### src/rtl/irq_pkg.sv
`timescale 1ns/1ps
package irq_pkg;
  localparam int NSRC = 13;
  localparam int NEXT = 6;
  localparam int NCFG = 3;
  localparam int NINT = 6;
  localparam int IW   = $clog2(NSRC);

  localparam int IDX_RST  = 0;
  localparam int IDX_PWD  = 1;
  localparam int IDX_X0   = 2;
  localparam int IDX_L3   = 3;
  localparam int IDX_L4   = 4;
  localparam int IDX_SP0  = 5;
  localparam int IDX_SP1  = 6;
  localparam int IDX_X5   = 7;
  localparam int IDX_BDMA = 8;
  localparam int IDX_X1   = 9;
  localparam int IDX_X2   = 10;
  localparam int IDX_TMR  = 11;
  localparam int IDX_SW   = 12;

  localparam int EV_TMR  = 0;
  localparam int EV_BDMA = 1;
  localparam int EV_SP0  = 2;
  localparam int EV_SP1  = 3;
  localparam int EV_SW   = 4;
  localparam int EV_PWD  = 5;
endpackage

### src/rtl/irq_sync.sv
`timescale 1ns/1ps
module irq_sync #(
  parameter int W = 6
) (
  input  logic         clk,
  input  logic         rst,
  input  logic [W-1:0] d,
  output logic [W-1:0] q
);
  logic [W-1:0] s1;

  always_ff @(posedge clk) begin
    if (rst) begin
      s1 <= '0;
      q  <= '0;
    end else begin
      s1 <= d;
      q  <= s1;
    end
  end
endmodule

### src/rtl/irq_line_cond.sv
`timescale 1ns/1ps
module irq_line_cond #(
  parameter int W = 6
) (
  input  logic         clk,
  input  logic         rst,
  input  logic [W-1:0] low_sync,
  input  logic [W-1:0] flag,
  input  logic [W-1:0] is_edge,
  output logic [W-1:0] edge_set,
  output logic [W-1:0] lvl_req
);
  logic [W-1:0] active;
  logic [W-1:0] active_q;

  assign active = low_sync | flag;

  always_ff @(posedge clk) begin
    if (rst) active_q <= '0;
    else     active_q <= active;
  end

  for (genvar k = 0; k < W; k++) begin : g_line
    assign edge_set[k] = is_edge[k] & active[k] & ~active_q[k];
    assign lvl_req[k]  = ~is_edge[k] & active[k];
  end
endmodule

### src/rtl/irq_prio_enc.sv
`timescale 1ns/1ps
module irq_prio_enc #(
  parameter int N  = 13,
  parameter int IW = 4
) (
  input  logic [N-1:0]  req,
  output logic          hit,
  output logic [IW-1:0] idx
);
  always_comb begin
    hit = 1'b0;
    idx = '0;
    for (int i = N - 1; i >= 0; i--) begin
      if (req[i]) begin
        hit = 1'b1;
        idx = IW'(i);
      end
    end
  end
endmodule

### src/rtl/irq_prio_ctrl.sv
`timescale 1ns/1ps
module irq_prio_ctrl
  import irq_pkg::*;
#(
  parameter int              AW         = 14,
  parameter logic [AW-1:0]   VEC_BASE   = '0,
  parameter int              VEC_STRIDE = 4
) (
  input  logic            clk,
  input  logic            rst,
  input  logic [NEXT-1:0] ext_n,
  input  logic [NEXT-1:0] ext_flag,
  input  logic [NCFG-1:0] edge_sel,
  input  logic [NINT-1:0] int_evt,
  input  logic            rst_evt,
  input  logic [NSRC-1:0] mask,
  input  logic            glob_en,
  input  logic            ack,
  output logic            vec_valid,
  output logic [AW-1:0]   vec_addr,
  output logic [NSRC-1:0] ack_clr
);
  logic [NEXT-1:0] low_sync;
  logic [NEXT-1:0] line_edge;
  logic [NEXT-1:0] edge_set;
  logic [NEXT-1:0] lvl_req;
  logic [NSRC-1:0] set_v, lvl_v, keep_v, clr_v, allow_v;
  logic [NSRC-1:0] pend, pend_d, req_v;
  logic            hit;
  logic [IW-1:0]   win_idx, vec_idx;

  irq_sync #(.W(NEXT)) u_sync (
    .clk(clk), .rst(rst), .d(~ext_n), .q(low_sync)
  );

  assign line_edge = {1'b1, 1'b0, 1'b0, edge_sel};

  irq_line_cond #(.W(NEXT)) u_cond (
    .clk(clk), .rst(rst), .low_sync(low_sync), .flag(ext_flag),
    .is_edge(line_edge), .edge_set(edge_set), .lvl_req(lvl_req)
  );

  always_comb begin
    set_v = '0;
    set_v[IDX_RST]  = rst_evt;
    set_v[IDX_PWD]  = int_evt[EV_PWD];
    set_v[IDX_X0]   = edge_set[0];
    set_v[IDX_X1]   = edge_set[1];
    set_v[IDX_X2]   = edge_set[2];
    set_v[IDX_X5]   = edge_set[5];
    set_v[IDX_SP0]  = int_evt[EV_SP0];
    set_v[IDX_SP1]  = int_evt[EV_SP1];
    set_v[IDX_BDMA] = int_evt[EV_BDMA];
    set_v[IDX_TMR]  = int_evt[EV_TMR];
    set_v[IDX_SW]   = int_evt[EV_SW];

    lvl_v = '0;
    lvl_v[IDX_X0] = lvl_req[0];
    lvl_v[IDX_X1] = lvl_req[1];
    lvl_v[IDX_X2] = lvl_req[2];
    lvl_v[IDX_L3] = lvl_req[3];
    lvl_v[IDX_L4] = lvl_req[4];

    keep_v = '1;
    keep_v[IDX_X0] = edge_sel[0];
    keep_v[IDX_X1] = edge_sel[1];
    keep_v[IDX_X2] = edge_sel[2];

    clr_v = '0;
    if (ack && vec_valid) clr_v[vec_idx] = 1'b1;
  end

  // set wins over clear so a same-cycle arrival survives the acknowledge
  assign pend_d  = ((pend & ~clr_v) | set_v) & keep_v;
  assign allow_v = {mask[NSRC-1:2] & {(NSRC-2){glob_en}}, 2'b11};
  assign req_v   = (pend_d | lvl_v) & allow_v;

  irq_prio_enc #(.N(NSRC), .IW(IW)) u_enc (
    .req(req_v), .hit(hit), .idx(win_idx)
  );

  always_ff @(posedge clk) begin
    if (rst) begin
      pend      <= '0;
      vec_valid <= 1'b0;
      vec_idx   <= '0;
      vec_addr  <= VEC_BASE;
      ack_clr   <= '0;
    end else begin
      pend      <= pend_d;
      vec_valid <= hit;
      vec_idx   <= win_idx;
      vec_addr  <= VEC_BASE + AW'(win_idx) * AW'(VEC_STRIDE);
      ack_clr   <= clr_v;
    end
  end
endmodule

### config.mk
export PLATFORM = sky130hd
export DESIGN_NAME = irq_prio_ctrl
export DESIGN_NICKNAME = d
export VERILOG_FILES = /design/src/rtl/irq_pkg.sv /design/src/rtl/irq_sync.sv /design/src/rtl/irq_line_cond.sv /design/src/rtl/irq_prio_enc.sv /design/src/rtl/irq_prio_ctrl.sv
export SDC_FILE = /design/constraint.sdc
export NUM_CORES = 1
export LEC_CHECK = 0
export ABC_AREA = 1
export BUFFER_PORTS_ARGS = -buffer_cell sky130_fd_sc_hd__buf_4
export CAP_MARGIN = 30
export CORE_MARGIN = 10
export CORE_UTILIZATION = 23
export CTS_BUF_LIST = sky130_fd_sc_hd__clkbuf_8
export CTS_CLUSTER_DIAMETER = 80
export DETAILED_ROUTE_END_ITERATION = 7
export MAX_ROUTING_LAYER = met4
export PLACE_DENSITY = 0.53
export SYNTH_ARGS = -nofsm -noshare
export SYNTH_HDL_FRONTEND = slang
export SYNTH_SLANG_ARGS = --single-unit
### constraint.sdc
create_clock -name clk -period 2.2 [get_ports clk]
set_clock_uncertainty 0.05 [all_clocks]
set_input_delay 0.11 -clock clk [delete_from_list [all_inputs] [get_ports clk]]
set_output_delay 0.11 -clock clk [all_outputs]
set_load 0.01 [all_outputs]
==> metrics.md <==
| Metric | Value |
|---|---|
| Ratio of routed vias to standard cells | `roughly 3.8` |
| Clock tree from TritonCTS | `built` |
| Number of antenna repair diodes | `0` |
| Largest net degree at the start of global routing | `45` |
| Final hold slack | `around 0.014 ns` |
| Maximum root-to-sink buffer count | `2` |
| Maximum net fanout on the critical path | `5` |
| Endpoint class of the critical path | `register` |
| Fraction of layout instances using a drive strength above 1 | `a little under a third` |
| Total power consumption of the routed design | `0.00167 W` |
| Total Routed Length | `between 4 and 5 mm` |
| Kind of start point of the critical path | `register` |
| Top routing layer used | `met4` |
| Most frequent cells in the layout | `55 x nor2_1, 54 x buf_4, 47 x dfxtp_1, 40 x nand2_1, 19 x inv_1` |
| Wire length on met1 | `approximately 2.1 mm` |
| Num rows | `32` |
| DR WL/cell | `11.6 um` |
| Worst-path cell with the longest stage delay | `dfxtp_1` |
| Die W | `approximately 110 um` |
| Final Hold Fails | `0` |
| TritonCTS Buffers | `5` |
| Critical path, cell by cell | `inv_1 -> nor3_2 -> nand2_1 -> nand2_1 -> nand2_1 -> nand2_2 -> nand2_2 -> nand2_2 -> nand2_2 -> nor2_4 -> nand2_1 -> nor2_1 -> a41oi_1` |
| Die Span Y | `about 110 um` |
| Number of nets in the final layout | `roughly 340` |
| #FFs+latches synth | `between 40 and 50` |
| Commonest non-fill, non-tap cell in the layout | `nor2_1` |
| Data arrival at the endpoint of the critical path | `about 2 ns` |
| Path class of the lowest-slack min-delay path | `in -> reg` |
| Sequential element share of the synthesized area | `51.4%` |
| Type of the worst setup path | `reg -> reg` |
| Port Buffers | `between 50 and 60` |
| Run status | `complete, no violations` |
| Final worst setup slack | `roughly 0.3 ns` |
| Met3 Routed Length | `about 320 um` |
| Dominant delay contributor by cell family on the critical path | `simple AND/OR/NAND/NOR gates` |
| Number of distinct library cell variants in the gate-level netlist after synthesis | `24` |
| Weighted congestion reported at the end of routability-driven placement | `about 0.83` |
| CP required | `about 2.3 ns` |
| Leakage component of the power | `roughly 1.2 nW` |
| Total buffers and inverters traversed by the critical path | `1` |
| Power density relative to cell area | `between 600 and 700 nW/um^2` |
| Pins Over Slew Limit | `0` |
| Post-DP HPWL | `roughly 3.7 mm` |
| Total number of clock tree sinks | `47` |
| Wire length of the first global-routing pass | `roughly 7.6 mm` |
| RSZ-0062 raised after global routing | `no` |
| Core area | `7730 um^2` |
| Worst voltage drop across the vdd grid | `a little over 200 uV` |
| Number of instances in the synthesized netlist | `approximately 230` |
| Overall overflow remaining after global route | `0` |
| H-tree depth | `2` |
| Count of endpoints failing setup in the final report | `0` |
| Via count of the first global-routing pass | `between 1500 and 2000` |
| Total die area | `11900 um^2` |
| Detailed Routing Iterations Pass 1 | `4` |
| Final Cycle Share | `86.2%` |
| Setup TNS | `0 ns` |
| Worst-Skew Late Latency | `~0.3 ns` |
| Number of antenna violations at the first check in global routing | `0` |
| Number of gates resized after CTS | `0` |
| Worst-path clk slew | `0.10 ns` |
| Total number of vias | `about 1500` |
| Drt first-iter violations | `89` |
| All-Layer GR Usage | `8.41%` |
| Cell at the root of the clock tree | `clkbuf_8` |
| Max_cap viols | `0` |
| Synth Area per Inst | `7.88 um^2` |
| Count of synthesis-stage warnings from yosys | `0` |
| Met2 WL post-DR | `2.19 mm` |
| Period minus WS final | `around 1.9 ns` |
| IO Count | `67` |
| F_max | `approximately 530 MHz` |
| Worst setup timing slack at the placement stage | `around 0.29 ns` |
| Antenna violation net count after detailed routing | `0` |
| Synth-to-layout area growth | `40.4%` |
| Critical path's largest stage delay | `around 0.43 ns` |
| DRC violation count after routing | `0` |
| Netlist area before placement | `approximately 1800 um^2` |
| Initial core utilization | `between 20% and 30%` |
-- logic make-up after synthesis --
| kind of cell | share of synthesized area, % |
|---|---|
| AOI/OAI and AO/OA | 6.02 |
| other | 0.205 |
| DFF | 51.4 |
| and+or+nand+nor | 32.3 |
| buffers and inverters | 10.1 |
-- state kept, by name (all words and copies together) (netlist names) --
register,flops
u_sync.q,6
u_sync.s1,6
vec_valid,1
vec_idx,4
pend,13
ack_clr,13
u_cond.active_q,4
-- worst reg2reg max path: stages, from the launching register on --
cell     delay, ns
dfxtp_1       0.43
inv_1         0.07
nor3_2        0.25
nand2_1       0.14
nand2_1       0.09
nand2_1       0.06
nand2_2       0.06
nand2_2       0.05
nand2_2       0.07
nand2_2       0.07
nor2_4        0.12
nand2_1       0.08
nor2_1        0.10
a41oi_1       0.12
-- cell usage after synthesis, drive strengths merged --
library cell | n | area share, %
and3 | 1 | 0.34
inv | 22 | 4.5
nor2 | 60 | 14
a21oi | 9 | 3.3
nor3b | 1 | 0.41
conb | 1 | 0.21
a211oi | 1 | 0.68
o21ai | 3 | 0.82
nor3 | 2 | 1.1
buf | 11 | 4.5
o21bai | 1 | 0.41
a41oi | 1 | 0.48
clkbuf | 5 | 1.0
or2 | 4 | 1.4
nand3 | 11 | 3.3
a31oi | 1 | 0.34
dfxtp | 47 | 51
nand2 | 51 | 12
-- what timing repair did --
item | CTS | global route
buffers inserted | 0 | 0
endpoints found under the hold margin | 18 | 0
hold buffers | 18 | 0
-- report_power, final --
group / internal [W] / switching [W]
Sequential: 0.000883 / 0.0000124
Clock: 0.000228 / 0.000317
Combinational: 0.000114 / 0.000117
Total: 0.00123 / 0.000447
-- path summary, 6_finish.rpt --
path / start / to / slack [ns] / depth (start not counted)
setup / recovery: vec_idx[0] / vec_valid / 0.30 / 13
hold / removal: int_evt[1] / pend[8] / 0.01 / 3
setup reg to reg: vec_idx[0] / vec_valid / 0.30 / 13
hold reg to reg: u_sync.s1[2] / u_sync.q[2] / 0.36 / 2
-- metal layers --
metal,vias up,global-route usage (%)
li1,827,-
met1,662,9.59
met2,44,13.2
met3,6,3.30
met4,0,2.88
met5,-,-
-- cell type report --
| cell class | count | area, um^2 |
|---|---|---|
| multi-input cells | 156 | 738 |
| repair buffers | 72 | 586 |
| inverters | 22 | 82.6 |
| fillers | 819 | 5160 |
| clock buffers | 5 | 68.8 |
| flip-flops and latches | 47 | 941 |
| well taps | 102 | 128 |
| clock inverters | 3 | 23.8 |
-- per-stage QoR --
| stage | std cells | instance area [um^2] | util (%) |
|---|---|---|---|
| 2_1_floorplan | 241 | 1860 | - |
| 5_1_grt | 407 | 2570 | 33.2 |
| 3_5_place_dp | 381 | 2290 | 29.7 |
| 4_1_cts | 407 | 2570 | 33.2 |
| 3_3_place_gp | 381 | 2290 | 29.7 |
| 6_report | 407 | 2570 | 33.2 |
No activity file was read; power rests on OpenSTA's default activity.
